$ cat src/rtl/bus_dec_pkg.sv
// Shared constants and types for the bus address decoder.
// Assumes a bus with 20 address bits and 16-bit I/O port numbers.
package bus_dec_pkg;

    // Cycle type carried on the memory/IO qualifier line
    typedef enum logic {
        CYC_IO  = 1'b0,
        CYC_MEM = 1'b1
    } cyc_e;

    // Internal active-high command set, inverted at the block edge
    typedef struct packed {
        logic mem_rd;
        logic mem_wr;
        logic io_rd;
        logic io_wr;
    } cmd_t;

endpackage

$ cat src/rtl/line_dec.sv
// Generic N-to-2^N line decoder with three enables (one high, two low).
// Assumes nothing about the select value; every output is active low and
// an output drives low only when all three enables are true.
module line_dec #(
    parameter int SEL_W = 3
) (
    input  logic                  en_hi,
    input  logic                  en_lo_a_n,
    input  logic                  en_lo_b_n,
    input  logic [SEL_W-1:0]      sel,
    output logic [(1<<SEL_W)-1:0] out_n
);
    localparam int OUTS = 1 << SEL_W;

    logic enabled;

    // Combine the three enable conditions
    assign enabled = en_hi && !en_lo_a_n && !en_lo_b_n;

    // One output per select value
    for (genvar i = 0; i < OUTS; i++) begin : g_out
        assign out_n[i] = !(enabled && (sel == SEL_W'(i)));
    end
endmodule

$ cat src/rtl/region_dec.sv
// Region decode for the fixed memory/I-O map.
// Assumes ROM devices fill the upper half of one decoder-sized block at the
// very top of memory, SRAM fills the lower half of memory, and the
// peripheral occupies 2^PPI_REG_W consecutive ports starting at PPI_BASE.
module region_dec #(
    parameter int                ADDR_W    = 20,
    parameter int                IO_W      = 16,
    parameter int                DEV_AW    = 13,
    parameter int                ROM_DEV_W = 2,
    parameter int                PPI_REG_W = 2,
    parameter logic [IO_W-1:0]   PPI_BASE  = 16'h0060
) (
    input  logic [ADDR_W-1:0]       addr,
    input  logic                    mem_cyc,
    input  logic                    rd,
    input  logic                    wr,
    output logic [(1<<ROM_DEV_W)-1:0] rom_cs_n,
    output logic                    sram_sel,
    output logic                    ppi_sel
);
    localparam int DEC_W   = ROM_DEV_W + 1;
    localparam int DEC_LO  = DEV_AW;
    localparam int DEC_HI  = DEV_AW + DEC_W - 1;
    localparam int TOP_LO  = DEC_HI + 1;
    localparam int TOP_W   = ADDR_W - TOP_LO;
    localparam int ROM_N   = 1 << ROM_DEV_W;
    localparam int DEC_N   = 1 << DEC_W;

    logic             top_ones;
    logic [DEC_N-1:0] dec_n;

    // Address bits above the decoder must all be one for the ROM block
    assign top_ones = (addr[ADDR_W-1:TOP_LO] == {TOP_W{1'b1}});

    // Decoder enabled only on memory reads into the top block
    line_dec #(.SEL_W(DEC_W)) u_rom_dec (
        .en_hi    (top_ones),
        .en_lo_a_n(!mem_cyc),
        .en_lo_b_n(!rd),
        .sel      (addr[DEC_HI:DEC_LO]),
        .out_n    (dec_n)
    );

    // ROM devices take the upper half of the decoder outputs
    for (genvar k = 0; k < ROM_N; k++) begin : g_rom
        assign rom_cs_n[k] = dec_n[ROM_N + k];
    end

    // SRAM covers the lower half of memory for either strobe
    assign sram_sel = mem_cyc && (rd || wr) && !addr[ADDR_W-1];

    // Peripheral decode compares every I/O port bit above the register index
    assign ppi_sel = !mem_cyc && (rd || wr) &&
                     (addr[IO_W-1:PPI_REG_W] == PPI_BASE[IO_W-1:PPI_REG_W]);
endmodule

$ cat src/rtl/wait_gen.sv
// Wait-state generator: one-clock READY low pulse at the start of a ROM read.
// Assumes the ROM read condition is stable from one clock edge to the next
// and that back-to-back ROM reads are separated by a cycle without it.
module wait_gen (
    input  logic clk,
    input  logic rst_n,
    input  logic rom_rd,
    output logic ready
);
    logic rom_rd_q;

    // Remember last sampled ROM read and register the READY pulse
    always_ff @(posedge clk) begin
        if (!rst_n) begin
            rom_rd_q <= 1'b0;
            ready    <= 1'b1;
        end else begin
            rom_rd_q <= rom_rd;
            ready    <= !(rom_rd && !rom_rd_q);
        end
    end
endmodule

$ cat src/rtl/bus_addr_decoder.sv
// Top of the processor bus address decoder.
// Produces active-low chip selects, active-low command strobes and a
// wait-state READY for a fixed map: ROM at the top of memory, SRAM in the
// lower half, a parallel peripheral in I/O space. Assumes rd_n and wr_n are
// never low together.
module bus_addr_decoder
    import bus_dec_pkg::*;
#(
    parameter int              ADDR_W    = 20,
    parameter int              IO_W      = 16,
    parameter int              DEV_AW    = 13,
    parameter int              ROM_DEV_W = 2,
    parameter int              PPI_REG_W = 2,
    parameter logic [IO_W-1:0] PPI_BASE  = 16'h0060
) (
    input  logic                      clk,
    input  logic                      rst_n,
    input  logic [ADDR_W-1:0]         addr,
    input  logic                      mem_io,
    input  logic                      rd_n,
    input  logic                      wr_n,
    output logic [(1<<ROM_DEV_W)-1:0] rom_cs_n,
    output logic                      sram_cs_n,
    output logic                      ppi_cs_n,
    output logic [PPI_REG_W-1:0]      ppi_reg,
    output logic                      mem_rd_n,
    output logic                      mem_wr_n,
    output logic                      io_rd_n,
    output logic                      io_wr_n,
    output logic                      ready
);
    localparam int ROM_N = 1 << ROM_DEV_W;

    logic             mem_cyc;
    logic             rd;
    logic             wr;
    cmd_t             cmd;
    logic             sram_sel;
    logic             ppi_sel;
    logic             rom_rd;

    // Normalise the control lines to active high
    assign mem_cyc = (cyc_e'(mem_io) == CYC_MEM);
    assign rd      = !rd_n;
    assign wr      = !wr_n;

    // Build the four commands from cycle type and strobe
    always_comb begin
        cmd.mem_rd = mem_cyc  && rd;
        cmd.mem_wr = mem_cyc  && wr;
        cmd.io_rd  = !mem_cyc && rd;
        cmd.io_wr  = !mem_cyc && wr;
    end

    // Drive commands out active low
    assign mem_rd_n = !cmd.mem_rd;
    assign mem_wr_n = !cmd.mem_wr;
    assign io_rd_n  = !cmd.io_rd;
    assign io_wr_n  = !cmd.io_wr;

    region_dec #(
        .ADDR_W   (ADDR_W),
        .IO_W     (IO_W),
        .DEV_AW   (DEV_AW),
        .ROM_DEV_W(ROM_DEV_W),
        .PPI_REG_W(PPI_REG_W),
        .PPI_BASE (PPI_BASE)
    ) u_region (
        .addr    (addr),
        .mem_cyc (mem_cyc),
        .rd      (rd),
        .wr      (wr),
        .rom_cs_n(rom_cs_n),
        .sram_sel(sram_sel),
        .ppi_sel (ppi_sel)
    );

    // Select outputs and register index
    assign sram_cs_n = !sram_sel;
    assign ppi_cs_n  = !ppi_sel;
    assign ppi_reg   = addr[PPI_REG_W-1:0];

    // Any ROM select low marks a ROM read
    assign rom_rd = (rom_cs_n != {ROM_N{1'b1}});

    wait_gen u_wait (
        .clk   (clk),
        .rst_n (rst_n),
        .rom_rd(rom_rd),
        .ready (ready)
    );
endmodule

$ cat config.mk
export PLATFORM = sky130hd
export DESIGN_NAME = bus_addr_decoder
export DESIGN_NICKNAME = d
export VERILOG_FILES = /design/src/rtl/bus_dec_pkg.sv /design/src/rtl/line_dec.sv /design/src/rtl/region_dec.sv /design/src/rtl/wait_gen.sv /design/src/rtl/bus_addr_decoder.sv
export SDC_FILE = /design/constraint.sdc
export NUM_CORES = 1
export LEC_CHECK = 0
export BUFFER_PORTS_ARGS = -buffer_cell sky130_fd_sc_hd__buf_2
export CORE_AREA = 2 2 39 41
export DETAILED_ROUTE_END_ITERATION = 16
export DIE_AREA = 0 0 41 43
export PLACE_DENSITY = 0.62
export SYNTH_ARGS = -nofsm -noshare
export SYNTH_HDL_FRONTEND = slang
export SYNTH_HIERARCHICAL = 1
export SYNTH_SLANG_ARGS = --single-unit
export TNS_END_PERCENT = 20
$ cat constraint.sdc
create_clock -name clk -period 1.02 [get_ports clk]
set_clock_uncertainty 0.15 [all_clocks]
set_input_delay 0.051 -clock clk [delete_from_list [all_inputs] [get_ports clk]]
set_output_delay 0.051 -clock clk [all_outputs]
set_load 0.02 [all_outputs]
== Word level (Yosys, flattened, before mapping) ==
Cells that the tools add are included.
Storage, ports and cells
  flip-flop bits (word level): 2
Cells by class
  equal/unequal tests: 7
  reductions and logical operators: 32
Operator list (count)
  1-bit zero test: 16
  1-bit logical AND: 15
  14-bit by 5-bit == test with 1-bit output (second input constant): 1
  3-bit == test (second input constant): 4
  4-bit == test (second input constant): 1
  4-bit inequality test (second input constant): 1
  1-bit logical OR: 1

== Longest topological paths before layout ==
  depth in word-level cells: 8
  gate-level depth with buffers: 6
  gate-level depth less buffers: 6

== Cells and area by module ==
The synthesis kept the hierarchy.
Modules (own cells, without submodules)
  line_dec: instances 1, cells each 14, sequential area each 0.0 um^2, area each 88.8 um^2
  region_dec: instances 1, cells each 10, sequential area each 0.0 um^2, area each 86.3 um^2
  bus_addr_decoder: instances 1, cells each 11, sequential area each 0.0 um^2, area each 61.3 um^2
  wait_gen: instances 1, cells each 4, sequential area each 40.0 um^2, area each 53.8 um^2

== Worst setup path before layout ==
No wires, ideal clock.
  path type: input -> register
  from: input addr[18]
  to: register u_wait.ready
  cell stages on the path: 5
  buffers on the path: 0
  library setup time: 122 ps
  slack: -115 ps
  arrival: 862 ps
  path through: and4_1 -> nor3b_2 -> nand2_1 -> nand4_1 -> nand3b_1
Between the ends
  longest elaborated chain between the ends: 8
  elaborated cells on any way between the ends: 14
  those cells by class: 2 x eq/ne; 12 x reduce/logical
Ends and longest elaborated chain
  start: declaration: RTL line bus_addr_decoder.sv:18  | input logic [ADDR_W-1:0] addr,
  4-bit == test: RTL line region_dec.sv:33  | assign top_ones = (addr[ADDR_W-1:TOP_LO] == {TOP_W{1'b1}});
  1-bit logical AND (2 in series): RTL line line_dec.sv:18  | assign enabled = en_hi && !en_lo_a_n && !en_lo_b_n;
  1-bit logical AND: RTL line line_dec.sv:22  | assign out_n[i] = !(enabled && (sel == SEL_W'(i)));
  1-bit zero test: RTL line line_dec.sv:22
  named net rom_cs_n[2]: RTL line bus_addr_decoder.sv:22  | output logic [(1<<ROM_DEV_W)-1:0] rom_cs_n,
  4-bit inequality test: RTL line bus_addr_decoder.sv:84  | assign rom_rd = (rom_cs_n != {ROM_N{1'b1}});
  named net rom_rd: RTL line bus_addr_decoder.sv:40  | logic rom_rd;
  1-bit logical AND: RTL line wait_gen.sv:19  | ready <= !(rom_rd && !rom_rd_q);
  1-bit zero test: RTL line wait_gen.sv:19
  end signal: assignment: RTL line wait_gen.sv:19
  end: declaration: RTL line wait_gen.sv:8  | output logic ready
The timed path passes the listed nets, and every way through them passes these cells.
A chain may end at the register's enable or synchronous reset.

== Worst setup path in the final report ==
  from: input addr[8]
  to: output ppi_cs_n
Between the ends
  longest elaborated chain between the ends: 3
Ends and longest elaborated chain
  14-bit by 5-bit == test with 1-bit output: RTL line region_dec.sv:54  | (addr[IO_W-1:PPI_REG_W] == PPI_BASE[IO_W-1:PPI_REG_W]);
  1-bit logical AND: RTL line region_dec.sv:53  | assign ppi_sel = !mem_cyc && (rd || wr) &&
  named net ppi_sel: RTL line bus_addr_decoder.sv:39  | logic ppi_sel;
  1-bit zero test: RTL line bus_addr_decoder.sv:80  | assign ppi_cs_n = !ppi_sel;
  end: declaration: RTL line bus_addr_decoder.sv:24  | output logic ppi_cs_n,
The timed path passes the listed nets, and every way through them passes these cells.

==> metrics <==
Power Density=between 700 and 800 nW/um^2; met1 GRT Util=between 8 and 9%; Die Wd=about 41 um; commonest non-fill, non-tap cell in the layout=buf_2; Die Height=43 um; DRT iter0 DRCs=1; met3 usage in global routing=2.09%; critical path peak fanout=1; antenna violations before repair=0; total grt overflow=0; fin cells=89; CTS buffer count=3; final WL=808 um; clock root cell=clkbuf_4; Avg Vias per Cell=about 4.2; Routed WL per cell=~9 um; Placed Cells=83; Yosys Warn Count=6; Ports=38; layout cells sized above 1=between 60% and 70%; CP Launch Type=input port; relative max-transition margin=approximately 84%; fin crit share=109%; hpwl dp=696 um; Crit Path Class=input port to output pin; Synth Area per Inst=7.85 um^2; GR Layer Usage met2=around 16%; Clk pin slew, worst setup/hold paths=approximately 30 ps; Synth Instances=33; vias in the first global route=approximately 320; Worst-Skew Late Latency=220 ps; Initial Util=roughly a fifth; drt drc=0; ant diodes=0; GR peak layer=met2; pre-CTS worst setup slack=-156 ps; Total GRT Usage=between 8 and 9%; leakage power=between 0.2 and 0.3 nW; Port Buffers=33; Worst setup EP type=output pin; DR vias=about 380; worst setup path startpoint=addr[8]; maxcap violations=0; CTS tree=built; Final Hold Viols=0; failing checks=setup timing; first-pass GRT wire length=around 1100 um; clk sinks=2; final worst slack=-88.2 ps; row count=14; post-route ant nets=0; buffer count from post-CTS setup fixing=0; most frequent cells in the layout=buf_2, inv_1, nand2_2; final setup vio count=1; critical path arrival=~910 ps; Pre-antenna DRT Iters=2; Pins Over Slew Limit=0; hold wc startpoint=addr[14]; Final min period=between 1000 and 1500 ps; H-Tree Depth=1; slew of the pin with the lowest slew margin=237 ps; Hold Path Class=input port to flip-flop; core area=1380 um^2; largest net degree at the start of global routing=5; total die area=1760 um^2; WP data required=between 800 and 900 ps; syn_nets=58; Fmax=about 0.90 GHz; RSZ-0062 raised after global routing=true; Clock Tree Buf Depth=2; maximum vdd drop=0.328 mV; mapped cell area=about 260 um^2; Nets=100; worst reg2reg startpoint=u_wait/rom_rd_q; outcome=finished, violations left; gp weighted congestion=0.657; area added between synthesis and finish=107%
## registers in the layout, summed over array words and instances, names as in the netlist
register / flops
u_wait/ready: 1
u_wait/rom_rd_q: 1
## area by class of cell
type,count,area (um^2)
flip-flops and latches,2,40.0
repair buffers,39,224
inverters,6,22.5
clock buffers,3,22.5
well taps,16,20.0
fillers,145,848
multi-input cells,23,206
## power by group
part	internal, mW	switching (mW)
Sequential	0.0792	0.0000657
Clock	0.129	0.0377
Combinational	0.0720	0.0661
Total	0.280	0.104
## per-layer routing
layer	wire length, um	up-vias	part of all wire (%)
met5	0	-	0
met4	0	0	0
met3	100	0	12
met2	398	23	49
met1	308	160	38
li1	-	192	-
## final timing paths
path,endpoint,slack [ps],depth (start not counted)
hold reg to reg,u_wait/ready,280,1
setup reg to reg,u_wait/ready,320,1
setup / recovery,ppi_cs_n,-90,6
hold / removal,u_wait/ready,140,5
## critical path, cell delays in order
cell and delay (ps):
buf_2 120, nor4_4 260, nand4_1 130, nor4_2 150, inv_1 50, buf_2 150
## repair_timing
item / 4_1_cts / 5_1_grt
pin swaps: 1 / 1
endpoints found under the setup margin: 2 / 4
hold buffers: 3 / 0
hold endpoints to repair: 4 / 0
resized for setup: 2 / 2
## through the flow
step | TNS, ps | utilization, % | power [mW] | instance area, um^2 | hold slack, ps
CTS | -131 | 38.0 | 0.390 | 526 | 132
global route | -220 | 38.7 | 0.414 | 536 | 173
global placement | -329 | 33.4 | 0.193 | 462 | -47.8
finish | -88.2 | 38.7 | 0.384 | 536 | 139
detailed placement | -370 | 33.4 | 0.195 | 462 | -47.8
floorplan | -51.2 | - | 0.134 | 269 | -12.9
No activity file was read; power rests on OpenSTA's default activity.
